**config.mk**
```make
export PLATFORM = sky130hd
export DESIGN_NAME = updown_reload_timer
export DESIGN_NICKNAME = d
export VERILOG_FILES = /design/src/rtl/urt_pkg.sv /design/src/rtl/urt_sync_edge.sv /design/src/rtl/urt_pulse_div.sv /design/src/rtl/updown_reload_timer.sv
export SDC_FILE = /design/constraint.sdc
export NUM_CORES = 1
export LEC_CHECK = 0
export ABC_AREA = 1
export ABC_CLOCK_PERIOD_IN_PS = 2000
export BUFFER_PORTS_ARGS = -buffer_cell sky130_fd_sc_hd__buf_2
export CAP_MARGIN = 15
export CORE_AREA = 2 2 100 102
export DETAILED_ROUTE_END_ITERATION = 6
export DIE_AREA = 0 0 102 104
export PLACE_DENSITY = 0.57
export SKIP_CTS_REPAIR_TIMING = 1
export SYNTH_ARGS = -nofsm -noshare
export SYNTH_HDL_FRONTEND = slang
export SYNTH_SLANG_ARGS = --single-unit
```
**constraint.sdc**
```tcl
create_clock -name clk -period 2 [get_ports clk]
set_clock_uncertainty 0.05 [all_clocks]
set_input_delay 0.4 -clock clk [delete_from_list [all_inputs] [get_ports clk]]
set_output_delay 0.4 -clock clk [all_outputs]
set_load 0.01 [all_outputs]
```
**src/rtl/urt_pkg.sv**
```systemverilog
package urt_pkg;
  localparam int URT_W = 16;
  typedef logic [URT_W-1:0] urt_word_t;

  typedef struct packed {
    logic baud;
    logic clkout;
    logic fast;
    logic updown;
  } urt_mode_t;
endpackage

```
**src/rtl/urt_sync_edge.sv**
```systemverilog
module urt_sync_edge (
  input  logic clk,
  input  logic rst,
  input  logic pin_i,
  output logic level_o,
  output logic fall_o
);
  logic s1_q, s2_q, s3_q;

  always_ff @(posedge clk) begin
    if (rst) begin
      s1_q <= 1'b1;
      s2_q <= 1'b1;
      s3_q <= 1'b1;
    end else begin
      s1_q <= pin_i;
      s2_q <= s1_q;
      s3_q <= s2_q;
    end
  end

  assign level_o = s2_q;
  assign fall_o  = s3_q & ~s2_q;

  // a detected edge lasts exactly one clock
  assert_fall_single_R4: assert property (@(posedge clk) disable iff (rst)
    fall_o |=> !fall_o);
endmodule

```
**src/rtl/urt_pulse_div.sv**
```systemverilog
module urt_pulse_div #(
  parameter int DIV = 12
) (
  input  logic clk,
  input  logic rst,
  input  logic en_i,
  output logic pulse_o
);
  localparam int CW = (DIV > 2) ? $clog2(DIV) : 1;
  localparam logic [CW-1:0] LAST = CW'(DIV - 1);

  logic [CW-1:0] cnt_q;

  always_ff @(posedge clk) begin
    if (rst)
      cnt_q <= '0;
    else if (en_i)
      cnt_q <= (cnt_q == LAST) ? '0 : cnt_q + 1'b1;
  end

  assign pulse_o = en_i && (cnt_q == LAST);
endmodule

```
**src/rtl/updown_reload_timer.sv**
```systemverilog
module updown_reload_timer
  import urt_pkg::*;
#(
  parameter int SLOW_DIV = 12,
  parameter int FAST_DIV = 2,
  parameter int BAUD_DIV = 16
) (
  input  logic              clk,
  input  logic              rst,
  input  logic              run_i,
  input  logic              count_ext_i,
  input  logic              count_pin_i,
  input  logic              trig_pin_i,
  input  logic              edge_reload_en_i,
  input  logic              updown_en_i,
  input  logic              baud_tx_en_i,
  input  logic              baud_rx_en_i,
  input  logic              clkout_en_i,
  input  logic              reload_we_i,
  input  logic [URT_W-1:0]  reload_wdata_i,
  input  logic              count_we_i,
  input  logic [URT_W-1:0]  count_wdata_i,
  input  logic [1:0]        flag_clr_i,
  output logic [URT_W-1:0]  count_o,
  output logic              ovf_flag_o,
  output logic              ext_flag_o,
  output logic              irq_o,
  output logic              tx_tick_o,
  output logic              rx_tick_o,
  output logic              clkout_o
);
  localparam int NPIN = 2;
  localparam urt_word_t ALL_ONES = '1;

  logic [NPIN-1:0] pin_raw, pin_lvl, pin_fall;
  assign pin_raw = {trig_pin_i, count_pin_i};

  genvar g;
  generate
    for (g = 0; g < NPIN; g++) begin : g_sync
      urt_sync_edge u_sync (
        .clk     (clk),
        .rst     (rst),
        .pin_i   (pin_raw[g]),
        .level_o (pin_lvl[g]),
        .fall_o  (pin_fall[g])
      );
    end
  endgenerate

  logic slow_pulse, fast_pulse, baud_pulse, baud_adv;

  urt_pulse_div #(.DIV(SLOW_DIV)) u_slow (
    .clk(clk), .rst(rst), .en_i(1'b1), .pulse_o(slow_pulse));
  urt_pulse_div #(.DIV(FAST_DIV)) u_fast (
    .clk(clk), .rst(rst), .en_i(1'b1), .pulse_o(fast_pulse));
  urt_pulse_div #(.DIV(BAUD_DIV)) u_baud (
    .clk(clk), .rst(rst), .en_i(baud_adv), .pulse_o(baud_pulse));

  urt_word_t count_q, reload_q, count_d;
  logic      ovf_q, ext_q, irq_q, tx_q, rx_q, clk_q;
  logic      ovf_d, ext_d;
  urt_mode_t mode;
  logic      tick_src, adv, dir_up, edge_hit, at_top, at_floor, roll;

  always_comb begin
    mode.baud   = baud_rx_en_i | baud_tx_en_i;
    mode.clkout = clkout_en_i & ~count_ext_i;
    mode.fast   = mode.baud | mode.clkout;
    mode.updown = updown_en_i & ~mode.fast;
  end

  always_comb begin
    tick_src = count_ext_i ? pin_fall[0] : (mode.fast ? fast_pulse : slow_pulse);
    adv      = run_i & tick_src;
    dir_up   = ~mode.updown | pin_lvl[1];
    edge_hit = pin_fall[1] & edge_reload_en_i & ~mode.updown;
    at_top   = (count_q == ALL_ONES);
    at_floor = (count_q == reload_q);
    roll     = ~count_we_i & adv & (dir_up ? at_top : at_floor);
    baud_adv = roll & mode.baud;

    if (count_we_i)
      count_d = count_wdata_i;
    else if (edge_hit && !mode.fast)
      count_d = reload_q;
    else if (adv && dir_up)
      count_d = at_top ? reload_q : count_q + 1'b1;
    else if (adv)
      count_d = at_floor ? ALL_ONES : count_q - 1'b1;
    else
      count_d = count_q;

    ovf_d = (roll & ~mode.fast) | (ovf_q & ~flag_clr_i[0]);
    if (roll && mode.updown)
      ext_d = ~ext_q;
    else if (edge_hit)
      ext_d = 1'b1;
    else
      ext_d = ext_q & ~flag_clr_i[1];
  end

  always_ff @(posedge clk) begin
    if (rst) begin
      count_q  <= '0;
      reload_q <= '0;
      ovf_q    <= 1'b0;
      ext_q    <= 1'b0;
      irq_q    <= 1'b0;
      tx_q     <= 1'b0;
      rx_q     <= 1'b0;
      clk_q    <= 1'b0;
    end else begin
      count_q <= count_d;
      if (reload_we_i)
        reload_q <= reload_wdata_i;
      ovf_q <= ovf_d;
      ext_q <= ext_d;
      irq_q <= ovf_d | (ext_d & ~mode.updown);
      tx_q  <= baud_pulse & baud_tx_en_i;
      rx_q  <= baud_pulse & baud_rx_en_i;
      clk_q <= mode.clkout ? (clk_q ^ roll) : 1'b0;
    end
  end

  assign count_o    = count_q;
  assign ovf_flag_o = ovf_q;
  assign ext_flag_o = ext_q;
  assign irq_o      = irq_q;
  assign tx_tick_o  = tx_q;
  assign rx_tick_o  = rx_q;
  assign clkout_o   = clk_q;

  assert_top_wraps_R2: assert property (@(posedge clk) disable iff (rst)
    (adv && dir_up && at_top && !count_we_i) |=> (count_q == $past(reload_q)));

  assert_hold_when_idle_R3: assert property (@(posedge clk) disable iff (rst)
    (!run_i && !count_we_i && !edge_hit) |=> $stable(count_q));

  assert_floor_wraps_R5: assert property (@(posedge clk) disable iff (rst)
    (adv && !dir_up && at_floor && !count_we_i) |=> (count_q == ALL_ONES && ovf_q));

  assert_ovf_sticky_R7: assert property (@(posedge clk) disable iff (rst)
    (ovf_q && !flag_clr_i[0]) |=> ovf_q);

  assert_fast_no_ovf_R8: assert property (@(posedge clk) disable iff (rst)
    (mode.fast && !ovf_q) |=> !ovf_q);

  assert_tx_gated_R9: assert property (@(posedge clk) disable iff (rst)
    tx_tick_o |-> $past(baud_tx_en_i));

  assert_clkout_idle_R10: assert property (@(posedge clk) disable iff (rst)
    !mode.clkout |=> !clkout_o);
endmodule

```
==> results of run 1 <==
-- synth_stat cells, types with 6 or more instances --
| cell | number | area share [%] |
|---|---|---|
| nand2_1 | 186 | 19 |
| nor2_1 | 77 | 7.8 |
| inv_1 | 59 | 6.0 |
| dfxtp_1 | 53 | 29 |
| a21oi_1 | 46 | 6.2 |
| nand3_1 | 46 | 6.2 |
| o21ai_0 | 45 | 6.1 |
| clkbuf_1 | 12 | 1.2 |
| xor2_1 | 11 | 2.6 |
| nand4_1 | 8 | 1.4 |
| or2_2 | 8 | 1.4 |
| inv_2 | 6 | 0.61 |
-- routing by layer --
| layer | up-vias | part of all wire (%) |
|---|---|---|
| li1 | 2250 | - |
| met1 | 1943 | 47 |
| met2 | 113 | 46 |
| met3 | 20 | 4.4 |
| met4 | 0 | 2.6 |
| met5 | - | 0 |
-- power breakdown --
group	internal, mW	leakage (nW)	switching, mW	total (mW)
logic	0.382	2.12	0.490	0.871
registers	1.12	0.439	0.0621	1.18
clock network	0.497	0.0681	0.378	0.875
-- how the worst min path moves through the flow --
stage | startpoint | end | slack (ps) | cells after the start
finish | count_pin_i | g_sync[0].u_sync.s1_q$_SDFF_PP1_ | 210 | 2
global route | count_pin_i | g_sync[0].u_sync.s1_q$_SDFF_PP1_ | 210 | 2
CTS | count_pin_i | g_sync[0].u_sync.s1_q$_SDFF_PP1_ | 200 | 2
detailed placement | g_sync[0].u_sync.s1_q$_SDFF_PP1_ | g_sync[0].u_sync.level_o$_SDFF_PP1_ | 350 | 1
global placement | g_sync[0].u_sync.s1_q$_SDFF_PP1_ | g_sync[0].u_sync.level_o$_SDFF_PP1_ | 350 | 1
floorplan | g_sync[0].u_sync.s1_q$_SDFF_PP1_ | g_sync[0].u_sync.level_o$_SDFF_PP1_ | 340 | 1
-- layout make-up --
type | instances | area [sq um]
Clock inverter | 3 | 65.06
Sequential cell | 53 | 1067
Tap cell | 133 | 166.4
Multi-Input combinational cell | 467 | 2425
Timing Repair Buffer | 166 | 1112
Clock buffer | 5 | 68.82
Inverter | 68 | 261.5
Fill cell | 1027 | 4383
-- sequential cells by signal, indices dropped and copies added, names as in the netlist --
name and flops:
g_sync.u_sync.s1_q 2, rx_tick_o 1, g_sync.u_sync.s3_q 2, count_o 16, g_sync.u_sync.level_o 2, u_baud.cnt_q 4
u_fast.cnt_q 1, reload_q 16, ext_flag_o 1, irq_o 1, ovf_flag_o 1, u_slow.cnt_q 4
clkout_o 1, tx_tick_o 1
-- cell usage in the layout, fill, tap and decap left out, types with 7 or more instances in the layout --
master	netlist	layout
xor2_1	11	11
nor2_1	77	70
buf_2	5	68
nand2_1	186	179
inv_1	59	56
nand4_1	8	8
o21ai_1	1	9
or2_2	8	8
inv_2	6	8
buf_4	5	93
nand3_1	46	41
dfxtp_1	53	48
a21oi_1	46	45
nor2_4	5	7
o21ai_0	45	36
nand2_2	1	7
-- cells by family (layout without fill, tap and decap cells) --
| logic type | count (synthesis) | in the layout | share of synthesized area (%) |
|---|---|---|---|
| AO/OA/AOI/OAI | 102 | 102 | 14.36 |
| XOR/XNOR | 12 | 12 | 2.838 |
| adder cells (fa/ha/maj) | 4 | 4 | 1.351 |
| buffers and inverters | 90 | 242 | 9.898 |
| flip-flops | 53 | 53 | 28.65 |
| AND/OR/NAND/NOR | 349 | 349 | 42.91 |
-- metrics by stage --
step                total power [mW]  TNS [ps]  hold slack, ps
floorplan                      1.657         0           339.5
global placement               2.025    -322.2           347.2
detailed placement             2.029    -608.3           347.3
CTS                            2.912    -209.2           195.9
global route                   3.111    -603.8           205.2
finish                         2.928         0           206.4
==> impl_results.md, run 1 <==
* Run status: finished, final reports clean
* ANT cells at 0
* CP endpoint kind: register
* Worst Setup EP: u_baud.cnt_q[0]$_SDFFE_PP0P_
* Setup CP Type: register to register
* Via count of the routed design at 4326
* Placed cells at 882
* Area grow syn2layout at 39.49%
* Crit path buf inv count at 2
* Worst rel slew slack at 67.62%
* Gr busiest metal: met2
* R2R depth at 13
* IO Pins at 69
* TritonCTS clock tree: done
* Yosys warning count at 0
* Worst path depth at 13
* Final setup viols at 0
* Worst r2r src: count_o[0]$_SDFFE_PP0P_
* Aggregate routed wire length at 12640 microns
* Data arrival, critical path at 2120 ps
* Placed Area at 4826 sq um
* Nets at 812
* Mapped Area at 3704 sq um
* CTS buffer count at 5
* Met1 Use GR at 32.74%
* Final Hold Violating Endpoints at 0
* ANT nets after route at 0
* Worst path cell trace: buf_6, buf_6, xor2_1, nor2_1, nand2_1, nor2_4, nand2_4, nand2_4, nand3_4, nor2_8, nand4_4, nand2_2, nor2_1
* Largest net degree at the start of global routing at 27
* Worst reg2reg setup slack at 50 ps
* Launch point of the worst path: count_o[0]$_SDFFE_PP0P_
* Synth unique cells at 36
* Leak at 2.624 nW
* HPWL Detailed at 10290 microns
* HP Class: input port to register
* Port-buffer cells at 68
* Synth Flop Type: dfxtp_1
* Tcrit/Tclk final at 97.36%
* CTS sink cnt at 53
* Starting Density at 38.78%
* MaxCap Viol Count at 0
* Yosys reg bits at 53
* Worst setup SP type: register
* Vert. Die Dim at 104 microns
* Antenna violations before repair at 0
* Row count at 36
* Worst reg2reg path endpoint: u_baud.cnt_q[0]$_SDFFE_PP0P_
* Post-synth EDFFs at 0
* Grt met2 use at 38.86%
* Vias in the first global route at 4065
* Slowest cell on crit path: dfxtp_2
* Max IR drop VDD at 0.2807 mV
* DR WL/cell at 14.13 microns
* Seq/Total Area, Yosys at 28.65%
* Post-Syn Area per Cell at 6.071 sq um
* Routed via count divided by cell count at 4.834
* Final Util at 54.10%
* Place WS at -68.38 ps
* Max FO, Critical Path at 5
* Grt met3 use at 3.696%
* Fin crit period at 1947 ps
* Worst-skew pair later-pin latency at 320 ps
* Initial DRC Count at 207
* Initial DRT Pass Iterations at 4
* Remaining global-route overflow at 0
* Synth async-reset ratio at 0%
* Die width at 102 microns
* Root Driver: clkbuf_8
* CTS Buffer Depth at 2
* H-tree depth at 2
* All-layer global routing usage at 24.18%
* Power per Cell Area at 566.7 nW/um^2
* Post-route cell area at 5166 sq um
* Clk pin slew, worst setup/hold paths at 100 ps
* Ratio of cells with drive above 1 in the final layout at 31.89%
* Final Non-Filler Cells at 895
* Max frequency at 513.5 MHz
* Setup WS post-layout at 52.74 ps
* Worst-Margin Slew at 485.1 ps
* Delay-heaviest family, CP: simple AND/OR/NAND/NOR gates
* First-pass GRT wire length at 20100 microns
* Critical path data required time at 2170 ps
* RD Place Congestion at 0.9957
* Syn_nets at 661
* Max Transition Viols Final at 0
* Largest stage delay on the critical path at 360 ps
* Remaining DRCs at 0
* Core area at 9549 sq um
* DIE AREA at 10610 sq um
* RSZ-0062 raised after global routing: yes
* Gate Count Post-Synth at 610
Note: power is estimated with default switching activity, not from simulation.
==> run 2, diff against run 1 <==
--- a/config.mk
+++ b/config.mk
@@ -9,11 +9,12 @@
 export ABC_CLOCK_PERIOD_IN_PS = 2000
 export BUFFER_PORTS_ARGS = -buffer_cell sky130_fd_sc_hd__buf_2
 export CAP_MARGIN = 15
-export CORE_AREA = 2 2 100 102
+export CORE_AREA = 2 2 113 93
 export DETAILED_ROUTE_END_ITERATION = 6
-export DIE_AREA = 0 0 102 104
+export DIE_AREA = 0 0 115 95
 export PLACE_DENSITY = 0.57
 export SKIP_CTS_REPAIR_TIMING = 1
 export SYNTH_ARGS = -nofsm -noshare
 export SYNTH_HDL_FRONTEND = slang
+export SYNTH_HIERARCHICAL = 1
 export SYNTH_SLANG_ARGS = --single-unit
==> run 2 against run 1 <==
Against the previous run: sequential power about the same; sequential share of layout area increased by 1.9 points; die area increased by 3.0%; critical endpoint is now u_baud/cnt_q[3]$_SDFFE_PP0P_; worst setup slack improved by 3.8 ps.
==> impl_results.md, run 2 <==
* Max frequency at 514.5 MHz (was 513.5 MHz)
* Slowest cell on crit path: dfxtp_2 (unchanged)
* Nets at 786 (was 812)
* Largest net degree at the start of global routing at 33 (was 27)
* Worst-skew pair later-pin latency at 300 ps (was 320 ps)
* Via count of the routed design at 4166 (was 4326)
* TritonCTS clock tree: done (unchanged)
* Aggregate routed wire length at 11900 microns (was 12640 microns)
* Vert. Die Dim at 95 microns (was 104 microns)
* Worst Hold End: g_sync[1].u_sync/s1_q$_SDFF_PP1_ (was g_sync[0].u_sync.s1_q$_SDFF_PP1_)
* Tot Pwr at 2.950 mW (was 2.928 mW)
* Worst r2r src: count_o[12]$_SDFFE_PP0P_ (was count_o[0]$_SDFFE_PP0P_)
* Row count at 33 (was 36)
* Fin crit period at 1943 ps (was 1947 ps)
* Grt met3 use at 3.017% (was 3.696%)
* Most common cell after layout, fill and taps aside: nand2_1 (unchanged)
* Initial DRC Count at 263 (was 207)
* Final Non-Filler Cells at 858 (was 895)
* CP endpoint kind: register (unchanged)
* IO Pins at 69 (unchanged)
* Hold_ws at 239.9 ps (was 206.4 ps)
* Most frequent cells in the layout: nand2_1, inv_1, buf_2 (was nand2_1, buf_4, nor2_1)
* Remaining global-route overflow at 0 (unchanged)
* Final setup viols at 0 (unchanged)
* Setup WS post-layout at 56.54 ps (was 52.74 ps)
* Data arrival, critical path at 2090 ps (was 2120 ps)
* Mapped Area at 3805 sq um (was 3704 sq um)
* Grt met2 use at 37.55% (was 38.86%)
* Core area at 9910 sq um (was 9549 sq um)
* Total negative slack at 0 ps (unchanged)
* Synth async-reset ratio at 0% (unchanged)
* Seq/Total Area, Yosys at 27.89% (was 28.65%)
* Area grow syn2layout at 28.35% (was 39.49%)
* Vias in the first global route at 3968 (was 4065)
* Setup CP Type: register to register (unchanged)
* Max FO, Critical Path at 6 (was 5)
* CTS buffer count at 5 (unchanged)
* HP Start: trig_pin_i (was count_pin_i)
* Antenna violations before repair at 0 (unchanged)
* Worst hold path depth at 3 (was 2)
* Synth unique cells at 41 (was 36)
* Root Driver: clkbuf_16 (was clkbuf_8)
* ANT nets after route at 0 (unchanged)
* ANT cells at 0 (unchanged)
* R2R depth at 16 (was 13)
* CTS Buffer Depth at 2 (unchanged)
* Final Util at 49.28% (was 54.10%)
* Post-route cell area at 4883 sq um (was 5166 sq um)
* Yosys reg bits at 53 (unchanged)
* Placed cells at 842 (was 882)
* Most frequent cells after synthesis: nand2_1, inv_1, nor2_1, dfxtp_1, a21oi_1 (was nand2_1, nor2_1, inv_1, dfxtp_1)
* Post-synth top area cell: dfxtp_1 (unchanged)
* All-layer global routing usage at 22.63% (was 24.18%)
* Count leader, synth: nand2_1 (unchanged)
* Starting Density at 38.40% (was 38.78%)
* Launch point of the worst path: count_o[12]$_SDFFE_PP0P_ (was count_o[0]$_SDFFE_PP0P_)
* Post-Syn Area per Cell at 6.187 sq um (was 6.071 sq um)
* CTS sink cnt at 53 (unchanged)
* Leak at 2.497 nW (was 2.624 nW)
* Yosys top cell area share at 27.89% (was 28.65%)
* Worst setup SP type: register (unchanged)
* Die width at 115 microns (was 102 microns)
* Place WS at -91.23 ps (was -68.38 ps)
* HPWL Detailed at 9298 microns (was 10290 microns)
* RD Place Congestion at 0.9638 (was 0.9957)
* Synth Flop Type: dfxtp_1 (unchanged)
* Largest stage delay on the critical path at 380 ps (was 360 ps)
* Critical path data required time at 2150 ps (was 2170 ps)
* Worst reg2reg setup slack at 60 ps (was 50 ps)
* Post-synth EDFFs at 0 (unchanged)
* Remaining DRCs at 0 (unchanged)
* DR WL/cell at 13.87 microns (was 14.13 microns)
* RSZ-0062 raised after global routing: yes (unchanged)
* Placed Area at 4559 sq um (was 4826 sq um)
* Gate Count Post-Synth at 615 (was 610)
* HP Class: input port to register (unchanged)
* Tcrit/Tclk final at 97.17% (was 97.36%)
* Area contributors post-synth: dfxtp_1, nand2_1, inv_1 (was dfxtp_1, nand2_1, nor2_1)
* First-pass GRT wire length at 19470 microns (was 20100 microns)
* Met1 Use GR at 31.95% (was 32.74%)
* DIE AREA at 10930 sq um (was 10610 sq um)
* MaxCap Viol Count at 0 (unchanged)
* Gr busiest metal: met2 (unchanged)
* H-tree depth at 2 (unchanged)
* Yosys warning count at 6 (was 0)
* Ratio of cells with drive above 1 in the final layout at 29.21% (was 31.89%)
* Max IR drop VDD at 0.2995 mV (was 0.2807 mV)
* Power per Cell Area at 604.0 nW/um^2 (was 566.7 nW/um^2)
* Routed via count divided by cell count at 4.855 (was 4.834)
* Final Hold Violating Endpoints at 0 (unchanged)
* Worst reg2reg path endpoint: u_baud/cnt_q[3]$_SDFFE_PP0P_ (was u_baud.cnt_q[0]$_SDFFE_PP0P_)
* Clk pin slew, worst setup/hold paths at 70 ps (was 100 ps)
* Worst path cell trace: inv_2, nand2_2, nand2_1, nor2_1, nand2_1, nor2_4, nand2_4, nand2_2, nand3_2, nor2_1, buf_4, nand2_4, nor2_4, nor2_2, nand2_1, nor2_1 (was buf_6, buf_6, xor2_1, nor2_1, nand2_1, nor2_4, nand2_4, nand2_4, nand3_4, nor2_8, nand4_4, nand2_2, nor2_1)
* Port-buffer cells at 68 (unchanged)
* Max Transition Viols Final at 0 (unchanged)
* Initial DRT Pass Iterations at 5 (was 4)
* Run status: finished, final reports clean (unchanged)
==> run 2: cells by family after synthesis <==
family,synth area share (%)
compound gates,14.11
mux,0.2631
xor+xnor,3.913
simple gates,39.99
other cells,0.09856
flops,27.89
fa+ha+maj,1.315
buf+inv,12.43
==> run 2: worst max-delay path, delay by kind of cell (launching register included) <==
family	cells	cell delay, ps
simple gates	14	1190
flops	1	380
buf+inv	2	220
==> run 2: worst max-delay path by stage <==
stage | to | cells after the start
detailed placement | u_baud/cnt_q[3]$_SDFFE_PP0P_ | 15
floorplan | u_baud/cnt_q[3]$_SDFFE_PP0P_ | 13
CTS | u_baud/cnt_q[3]$_SDFFE_PP0P_ | 15
global placement | u_baud/cnt_q[3]$_SDFFE_PP0P_ | 16
global route | tx_tick_o$_SDFF_PP0_ | 14
finish | u_baud/cnt_q[3]$_SDFFE_PP0P_ | 16
==> run 2: per-layer routing <==
layer  vias to the layer above  wire length [microns]
li1                       2173                      -
met1                      1900                   6042
met2                        88                   5259
met3                         5                    541
met4                         0                     60
met5                         -                      0
==> run 2: area by class of cell <==
class                           instances  area (sq um)
Fill cell                            1087          5026
Multi-Input combinational cell        467          2379
Sequential cell                        53          1102
Timing Repair Buffer                  129         810.8
Inverter                               79         296.5
Tap cell                              122         152.6
Clock buffer                            6         128.9
Clock inverter                          2         13.76
==> run 2: where the power goes <==
| group | internal, mW | switching [mW] | total [mW] | leakage, nW |
|---|---|---|---|---|
| Sequential | 1.12 | 0.0667 | 1.19 | 0.445 |
| Combinational | 0.361 | 0.514 | 0.874 | 1.98 |
| Clock | 0.469 | 0.419 | 0.887 | 0.0712 |
